<file path="config.mk">
export PLATFORM = sky130hd
export DESIGN_NAME = serial_rx_buffer
export DESIGN_NICKNAME = d
export VERILOG_FILES = /design/src/rtl/rxb_pkg.sv /design/src/rtl/rxb_store.sv /design/src/rtl/rxb_timer.sv /design/src/rtl/rxb_flags.sv /design/src/rtl/serial_rx_buffer.sv
export SDC_FILE = /design/constraint.sdc
export NUM_CORES = 1
export LEC_CHECK = 0
export BUFFER_PORTS_ARGS = -buffer_cell sky130_fd_sc_hd__buf_4
export CAP_MARGIN = 20
export CORE_ASPECT_RATIO = 0.7
export CORE_UTILIZATION = 49
export DETAILED_ROUTE_END_ITERATION = 6
export GPL_ROUTABILITY_DRIVEN = 0
export HOLD_SLACK_MARGIN = 0.05
export PLACE_DENSITY_LB_ADDON = 0.12
export SYNTH_ARGS = -nofsm -noshare
export SYNTH_HDL_FRONTEND = slang
export SYNTH_SLANG_ARGS = --single-unit
export TNS_END_PERCENT = 30
</file>
<file path="constraint.sdc">
create_clock -name clk -period 4.6 [get_ports clk]
set_clock_uncertainty 0.15 [all_clocks]
set_input_delay 0.69 -clock clk [delete_from_list [all_inputs] [get_ports clk]]
set_output_delay 0.69 -clock clk [all_outputs]
set_load 0.02 [all_outputs]
</file>
<file path="src/rtl/rxb_pkg.sv">
package rxb_pkg;

  // Status flags of the receive buffer, one bit each
  typedef struct packed {
    logic tout;
    logic ovr;
    logic trig;
    logic full;
    logic empty;
  } rxb_flags_t;

  localparam rxb_flags_t RXB_FLAGS_RESET = '{tout: 1'b0, ovr: 1'b0, trig: 1'b0,
                                             full: 1'b0, empty: 1'b1};

endpackage

</file>
<file path="src/rtl/rxb_store.sv">
module rxb_store #(
  parameter int DEPTH  = 16,
  parameter int DATA_W = 8,
  parameter int PTR_W  = $clog2(DEPTH),
  parameter int CNT_W  = $clog2(DEPTH) + 1
) (
  input  logic              clk,
  input  logic              rst_n,
  input  logic              clr,
  input  logic              push_ok,
  input  logic              pop_ok,
  input  logic [DATA_W-1:0] wdata,
  output logic [DATA_W-1:0] head,
  output logic [CNT_W-1:0]  count,
  output logic [CNT_W-1:0]  count_nxt
);

  localparam logic [CNT_W-1:0] CNT_FULL = CNT_W'(DEPTH);

  logic [DATA_W-1:0] mem [DEPTH];
  logic [PTR_W-1:0]  wptr, rptr;

  // Occupancy after one cycle of pushes and pops
  function automatic logic [CNT_W-1:0] cnt_step(input logic [CNT_W-1:0] c,
                                                input logic up, input logic dn);
    logic [CNT_W-1:0] r;
    r = c;
    if (up && !dn) r = c + 1'b1;
    if (dn && !up) r = c - 1'b1;
    return r;
  endfunction

  // Pointer advance with wrap at the last entry
  function automatic logic [PTR_W-1:0] ptr_step(input logic [PTR_W-1:0] p);
    return (p == PTR_W'(DEPTH - 1)) ? '0 : p + 1'b1;
  endfunction

  assign count_nxt = cnt_step(count, push_ok, pop_ok);
  assign head      = mem[rptr];

  generate
    for (genvar g = 0; g < DEPTH; g++) begin : g_entry
      always_ff @(posedge clk) begin
        if (push_ok && !clr && wptr == PTR_W'(g)) mem[g] <= wdata;
      end
    end
  endgenerate

  always_ff @(posedge clk or negedge rst_n) begin
    if (!rst_n) begin
      wptr  <= '0;
      rptr  <= '0;
      count <= '0;
    end else if (clr) begin
      wptr  <= '0;
      rptr  <= '0;
      count <= '0;
    end else begin
      if (push_ok) wptr <= ptr_step(wptr);
      if (pop_ok)  rptr <= ptr_step(rptr);
      count <= count_nxt;
    end
  end

  AST_COUNT_BOUND: assert property (@(posedge clk) disable iff (!rst_n)
    count <= CNT_FULL);
  AST_NO_PUSH_WHEN_FULL: assert property (@(posedge clk) disable iff (!rst_n)
    !(push_ok && !pop_ok && count == CNT_FULL));
  AST_CLEAR_EMPTIES: assert property (@(posedge clk) disable iff (!rst_n)
    clr |=> count == '0);

endmodule

</file>
<file path="src/rtl/rxb_timer.sv">
module rxb_timer #(
  parameter int TICK_W = 16,
  parameter int SPAN_W = TICK_W + 2
) (
  input  logic              clk,
  input  logic              rst_n,
  input  logic              clr,
  input  logic              restart,
  input  logic [TICK_W-1:0] char_ticks,
  output logic              expire
);

  logic [SPAN_W-1:0] remain;
  logic              run;

  // Idle window: four character times
  function automatic logic [SPAN_W-1:0] idle_span(input logic [TICK_W-1:0] t);
    return {t, 2'b00};
  endfunction

  assign expire = run && (remain <= SPAN_W'(1)) && !restart && !clr;

  always_ff @(posedge clk or negedge rst_n) begin
    if (!rst_n) begin
      run    <= 1'b0;
      remain <= '0;
    end else if (clr) begin
      run    <= 1'b0;
      remain <= '0;
    end else if (restart) begin
      run    <= 1'b1;
      remain <= idle_span(char_ticks);
    end else if (run) begin
      if (remain <= SPAN_W'(1)) run <= 1'b0;
      else remain <= remain - 1'b1;
    end
  end

  AST_TIMER_CANCEL: assert property (@(posedge clk) disable iff (!rst_n)
    clr |=> !run);
  AST_RESTART_ARMS: assert property (@(posedge clk) disable iff (!rst_n)
    (restart && !clr) |=> run);

endmodule

</file>
<file path="src/rtl/rxb_flags.sv">
module rxb_flags
  import rxb_pkg::*;
#(
  parameter int DEPTH = 16,
  parameter int CNT_W = $clog2(DEPTH) + 1,
  parameter int LVL_W = $clog2(DEPTH) + 2
) (
  input  logic             clk,
  input  logic             rst_n,
  input  logic             clr,
  input  logic             push_try,
  input  logic             push_ok,
  input  logic             pop_try,
  input  logic [CNT_W-1:0] count,
  input  logic [CNT_W-1:0] count_nxt,
  input  logic [LVL_W-1:0] level,
  input  logic             expire,
  output rxb_flags_t       cur,
  output rxb_flags_t       ev
);

  localparam logic [CNT_W-1:0] CNT_FULL = CNT_W'(DEPTH);

  rxb_flags_t nxt;

  function automatic logic at_level(input logic [CNT_W-1:0] c,
                                    input logic [LVL_W-1:0] l);
    return {{(LVL_W-CNT_W){1'b0}}, c} >= l;
  endfunction

  always_comb begin
    nxt = cur;
    if (clr) begin
      nxt.empty = 1'b1;
      nxt.full  = 1'b0;
      nxt.ovr   = 1'b0;
      nxt.tout  = 1'b0;
    end else begin
      if (push_try || pop_try) nxt.empty = (count_nxt == '0);
      if (pop_try) begin
        nxt.full = 1'b0;
        nxt.ovr  = 1'b0;
        if (!at_level(count_nxt, level)) nxt.trig = 1'b0;
      end
      if (push_ok && count_nxt == CNT_FULL)        nxt.full = 1'b1;
      if (push_try && count == CNT_FULL)           nxt.ovr  = 1'b1;
      if (push_ok && at_level(count_nxt, level))   nxt.trig = 1'b1;
      if (expire)                                  nxt.tout = 1'b1;
    end
  end

  always_ff @(posedge clk or negedge rst_n) begin
    if (!rst_n) begin
      cur <= RXB_FLAGS_RESET;
      ev  <= '0;
    end else begin
      cur <= nxt;
      ev  <= nxt & ~cur;
    end
  end

  AST_FULL_TRACKS_COUNT: assert property (@(posedge clk) disable iff (!rst_n)
    cur.full == (count == CNT_FULL));
  AST_OVR_ON_FULL_PUSH: assert property (@(posedge clk) disable iff (!rst_n)
    (push_try && count == CNT_FULL && !clr) |=> cur.ovr);
  AST_RESET_STATE: assert property (@(posedge clk) disable iff (!rst_n)
    clr |=> cur.empty && !cur.full && !cur.ovr && !cur.tout);
  AST_EV_TOUT_RISE: assert property (@(posedge clk) disable iff (!rst_n)
    ev.tout |-> cur.tout && !$past(cur.tout));
  AST_EV_OVR_RISE: assert property (@(posedge clk) disable iff (!rst_n)
    ev.ovr |-> cur.ovr && !$past(cur.ovr));

endmodule

</file>
<file path="src/rtl/serial_rx_buffer.sv">
module serial_rx_buffer
  import rxb_pkg::*;
#(
  parameter int DEPTH      = 16,
  parameter int DATA_W     = 8,
  parameter int TICK_W     = 16,
  parameter int LVL_W      = $clog2(DEPTH) + 2,
  parameter int TRIG_RESET = 32
) (
  input  logic              clk,
  input  logic              rst_n,
  input  logic              rx_en,
  input  logic              rx_dis,
  input  logic              rx_reset,
  input  logic [TICK_W-1:0] char_ticks,
  input  logic              trig_we,
  input  logic [LVL_W-1:0]  trig_wdata,
  input  logic              line_valid,
  input  logic [DATA_W-1:0] line_byte,
  input  logic              line_break,
  input  logic              rd_req,
  output logic [DATA_W-1:0] rd_data,
  output logic              st_empty,
  output logic              st_full,
  output logic              st_trig,
  output logic              st_ovr,
  output logic              st_tout,
  output logic              ev_empty,
  output logic              ev_full,
  output logic              ev_trig,
  output logic              ev_ovr,
  output logic              ev_tout
);

  localparam int CNT_W = $clog2(DEPTH) + 1;
  localparam logic [CNT_W-1:0] CNT_FULL = CNT_W'(DEPTH);

  logic              rx_on;
  logic              push_try, pop_try, push_ok, pop_ok;
  logic [DATA_W-1:0] wbyte, head;
  logic [CNT_W-1:0]  count, count_nxt;
  logic [LVL_W-1:0]  level;
  logic              expire;
  rxb_flags_t        flg, evt;

  assign rx_on    = rx_en && !rx_dis;
  assign wbyte    = line_break ? '0 : line_byte;
  assign push_try = (line_valid || line_break) && rx_on && !rx_reset;
  assign pop_try  = rd_req && rx_on && !rx_reset;
  assign push_ok  = push_try && (count != CNT_FULL);
  assign pop_ok   = pop_try && (count != '0);

  always_ff @(posedge clk or negedge rst_n) begin
    if (!rst_n)       level <= LVL_W'(TRIG_RESET);
    else if (trig_we) level <= trig_wdata;
  end

  always_ff @(posedge clk or negedge rst_n) begin
    if (!rst_n)      rd_data <= '0;
    else if (rd_req) rd_data <= pop_ok ? head : '0;
  end

  rxb_store #(.DEPTH(DEPTH), .DATA_W(DATA_W)) u_store (
    .clk, .rst_n, .clr(rx_reset), .push_ok, .pop_ok, .wdata(wbyte),
    .head, .count, .count_nxt
  );

  rxb_timer #(.TICK_W(TICK_W)) u_timer (
    .clk, .rst_n, .clr(rx_reset), .restart(push_ok), .char_ticks, .expire
  );

  rxb_flags #(.DEPTH(DEPTH), .LVL_W(LVL_W)) u_flags (
    .clk, .rst_n, .clr(rx_reset), .push_try, .push_ok, .pop_try,
    .count, .count_nxt, .level, .expire, .cur(flg), .ev(evt)
  );

  assign st_empty = flg.empty;
  assign st_full  = flg.full;
  assign st_trig  = flg.trig;
  assign st_ovr   = flg.ovr;
  assign st_tout  = flg.tout;
  assign ev_empty = evt.empty;
  assign ev_full  = evt.full;
  assign ev_trig  = evt.trig;
  assign ev_ovr   = evt.ovr;
  assign ev_tout  = evt.tout;

  AST_DISABLED_READ_ZERO: assert property (@(posedge clk) disable iff (!rst_n)
    (rd_req && !rx_on) |=> rd_data == '0);
  AST_DISABLED_HOLD: assert property (@(posedge clk) disable iff (!rst_n)
    (!rx_on && !rx_reset) |=> $stable(count));
  AST_EMPTY_READ_ZERO: assert property (@(posedge clk) disable iff (!rst_n)
    (pop_try && count == '0) |=> rd_data == '0 && st_empty);

endmodule

</file>
==> qor_table.md <==
| Item | Value | Unit |
| --- | --- | --- |
| Filler cell count in the final layout | 1218 | - |
| Core Box Area | 15700 | um2 |
| Hold_ws | 0.179 | ns |
| Routing usage on met1 | 0.326 | - |
| Setup total negative slack | 0 | ns |
| Final critical-path required period | 3.66 | ns |
| Resized Gates After CTS | 0 | - |
| Dominant cell type by area after synthesis | sky130_fd_sc_hd__edfxtp_1 | - |
| Mean routed wirelength per cell | 21.1 | um |
| TritonCTS clock tree | yes | - |
| Final Net Count | 614 | - |
| Final wirelength | 16300 | um |
| Arrival time at the worst endpoint | 3.83 | ns |
| Type of origin of the critical path | flip-flop | - |
| Capturing element type of the critical path | flip-flop | - |
| Max Fclk | 0.273 | GHz |
| Antenna violations before repair | 0 | - |
| Initial core utilization | 0.507 | - |
| Number of nets in the synthesized netlist | 556 | - |
| CTS sink count | 184 | - |
| Site Rows | 38 | - |
| Maximum VDD drop | 207 | uV |
| Length of the first detailed-routing pass in iterations | 4 | - |
| Maximum fanout count along the critical path | 6 | - |
| Period Utilization, post-route | 0.797 | - |
| Vias in the first global route | 4285 | - |
| Area of the multi-input gates | 2560 | um2 |
| Post-Synthesis Cells | 503 | - |
| Rel. slew slack | 0.245 | - |
| Unrepaired setup endpoints after global routing | no | - |
| Met3 track utilization from global routing | 0.0608 | - |
| Hold-fix buffers, CTS | 0 | - |
| Clock-pin slew on the worst setup and hold paths | 0.06 | ns |
| Count of nets left with antenna violations after detail routing | 0 | - |
| Synth warn | 0 | - |
| Worst slew pin tran | 1.13 | ns |
| Layout area overhead | 14.7 | % |
| Synth cell count leaders | 128 x sky130_fd_sc_hd__edfxtp_1, 54 x sky130_fd_sc_hd__dfrtp_1, 40 x sky130_fd_sc_hd__mux4_2, 28 x sky130_fd_sc_hd__a22o_1, 28 x sky130_fd_sc_hd__nor2_1 | - |
| Post-synth top flop | sky130_fd_sc_hd__edfxtp_1 | - |
| Synthesis-stage register bit count | 184 | - |
| Global-route usage over all layers | 0.207 | - |
| Number of slew-limit violations in the final report | 0 | - |
| Required time of the critical path | 4.76 | ns |
| Maximum level of the CTS H-tree | 4 | - |
| Avg Vias per Cell | 5.85 | - |
| Cell count of the worst reg-to-reg path | 13 | - |
| Endpoint of the most critical register-to-register path | u_flags.cur[2]$_DFF_PN0_ | - |
| Number of buffers added on ports | 56 | - |
| Reg2Reg Setup Slack | 0.94 | ns |
| Count of flip-flops with a built-in enable after synthesis | 128 | - |
| Diodes inserted | 0 | - |
| Number of remaining DRC errors | 0 | - |
| Top cells by area in the synthesized netlist | sky130_fd_sc_hd__edfxtp_1 48%, sky130_fd_sc_hd__dfrtp_1 17%, sky130_fd_sc_hd__mux4_2 11%, sky130_fd_sc_hd__a22o_1 3.1%, sky130_fd_sc_hd__ha_1 2.2% | - |
| Pwr/cell area | 381 | nW/um2 |
| Vias | 4521 | - |
| Most heavily used metal layer in global routing | met1 | - |
| First-pass GRT wire length | 25000 | um |
| Met2 usage | 0.282 | - |
| Beginning of the critical path | u_store.count[1]$_DFF_PN0_ | - |
| Hpwl dp | 11000 | um |
| Pin count of the biggest net entering global routing | 57 | - |
| Post-CTS setup-driven buffer insertion count | 0 | - |
| Number of CTS-inserted buffers | 17 | - |
| Overall die area | 16800 | um2 |
| Classification of the worst setup path | flip-flop to flip-flop | - |
| Setup violations, final | 0 | - |
| Die span in y | 109 | um |
| Portion of the post-synthesis area used by sequential elements | 0.659 | - |
| First DRT Iteration DRCs | 491 | - |
| Combined area of all synthesized cells | 7960 | um2 |
| Share of layout cells above drive strength 1 | 0.257 | - |
| Outcome | finished, final reports clean | - |
| Number of maximum-capacitance constraint violations | 0 | - |
| Min-delay worst type | primary input to async pin | - |
| Asr flop ratio synth | 0.304 | - |
| Horizontal extent of the die | 154 | um |
| Sequential cell area | 5250 | um2 |
| Mean cell area of the mapped netlist | 15.8 | um2 |
| Master cell of the clock root buffer | sky130_fd_sc_hd__clkbuf_16 | - |
| Insertion delay of the later-clocked pin in the worst-skew pair | 0.42 | ns |
| Max Buffers Root-to-Sink | 2 | - |
| Overflow left after global routing | 0 | - |
| Final hold violations | 0 | - |
| Top-count cell post-synth | sky130_fd_sc_hd__edfxtp_1 | - |
| Area share of the leading cell type in the synthesized netlist | 0.483 | - |
| Static Leakage | 3.51 | nW |
| Worst r2r src | u_store.count[1]$_DFF_PN0_ | - |
| Io pins | 57 | - |
| Count of different cell masters after synthesis | 54 | - |
## through the flow
stage	area [um2]	setup WS [ns]	util	instances	power, mW
2_1_floorplan	7960	1.13	-	503	2.08
3_3_place_gp	8560	0.775	0.546	737	2.16
3_5_place_dp	8560	0.714	0.546	737	2.17
4_1_cts	9100	0.968	0.580	768	3.50
5_1_grt	9130	0.643	0.582	773	3.60
6_report	9130	0.935	0.582	773	3.48
## how the worst max path moves through the flow
stage | slack [ns] | cells after the start | end
2_1_floorplan | 1.13 | 12 | u_flags.cur[2]$_DFF_PN0_
3_3_place_gp | 0.78 | 12 | u_flags.cur[2]$_DFF_PN0_
3_5_place_dp | 0.71 | 12 | u_flags.cur[2]$_DFF_PN0_
4_1_cts | 0.97 | 13 | u_flags.cur[2]$_DFF_PN0_
5_1_grt | 0.64 | 12 | u_flags.cur[2]$_DFF_PN0_
6_report | 0.94 | 13 | u_flags.cur[2]$_DFF_PN0_
## cells by family after synthesis
logic type	share of synthesized area
compound gates	0.0690
xor+xnor	0.0253
fa+ha+maj	0.0220
buf+inv	0.0196
flops	0.659
mux	0.117
simple gates	0.0875
## routing by layer
| layer | vias up | share of wire | wire (um) |
|---|---|---|---|
| li1 | 2064 | - | - |
| met1 | 2307 | 0.50 | 8160 |
| met2 | 144 | 0.42 | 6880 |
| met3 | 6 | 0.072 | 1170 |
| met4 | 0 | 0.0047 | 76 |
| met5 | - | 0 | 0 |
## power breakdown
group	internal, mW	switching, mW
registers	1.81	0.0332
logic	0.125	0.171
clock network	0.740	0.601
## cell type report
type | instances | share of cell area
multi-input cells | 279 | 0.280
flip-flops and latches | 184 | 0.575
well taps | 200 | 0.0274
repair buffers | 65 | 0.0534
clock inverters | 12 | 0.0114
clock buffers | 19 | 0.0474
inverters | 14 | 0.00575
## worst max-delay path, stage by stage (launching register included)
cell and delay, ns:
sky130_fd_sc_hd__dfrtp_1 0.43, sky130_fd_sc_hd__inv_1 0.13, sky130_fd_sc_hd__ha_1 0.24, sky130_fd_sc_hd__nor3b_1 0.57
sky130_fd_sc_hd__nor3_1 0.11, sky130_fd_sc_hd__a211oi_1 0.28, sky130_fd_sc_hd__xnor2_1 0.24, sky130_fd_sc_hd__ha_1 0.30
sky130_fd_sc_hd__nand2b_1 0.14, sky130_fd_sc_hd__a21o_1 0.17, sky130_fd_sc_hd__a21o_1 0.17, sky130_fd_sc_hd__a211oi_1 0.29
sky130_fd_sc_hd__nor2_1 0.10, sky130_fd_sc_hd__a22o_1 0.23
## cells in the final DEF (no fill, tap or decap), types with 4 or more instances in the layout
master	netlist	layout
sky130_fd_sc_hd__xor2_1	19	19
sky130_fd_sc_hd__edfxtp_1	128	128
sky130_fd_sc_hd__nor2_1	28	28
sky130_fd_sc_hd__inv_1	14	14
sky130_fd_sc_hd__o21ai_0	15	15
sky130_fd_sc_hd__nand3_1	5	5
sky130_fd_sc_hd__clkinv_4	0	4
sky130_fd_sc_hd__a22o_1	28	28
sky130_fd_sc_hd__nand2_1	19	19
sky130_fd_sc_hd__and2_1	13	13
sky130_fd_sc_hd__nor4_1	8	8
sky130_fd_sc_hd__dfrtp_1	54	52
sky130_fd_sc_hd__nor2b_1	10	10
sky130_fd_sc_hd__and3_1	7	7
sky130_fd_sc_hd__xnor2_1	4	4
sky130_fd_sc_hd__a21oi_1	9	9
sky130_fd_sc_hd__nor3_1	13	13
sky130_fd_sc_hd__clkbuf_16	0	17
sky130_fd_sc_hd__or4_1	4	4
sky130_fd_sc_hd__ha_1	14	14
sky130_fd_sc_hd__mux4_2	40	40
sky130_fd_sc_hd__buf_4	1	65
## state kept, by name, summed over array words and instances (netlist names), 5 cells and up
register / cells
u_store.count: 5
u_store.mem: 128
rd_data: 8
level: 6
u_timer.remain: 18
u_flags.cur: 5
u_flags.ev: 5
No activity file was read; power rests on OpenSTA's default activity.
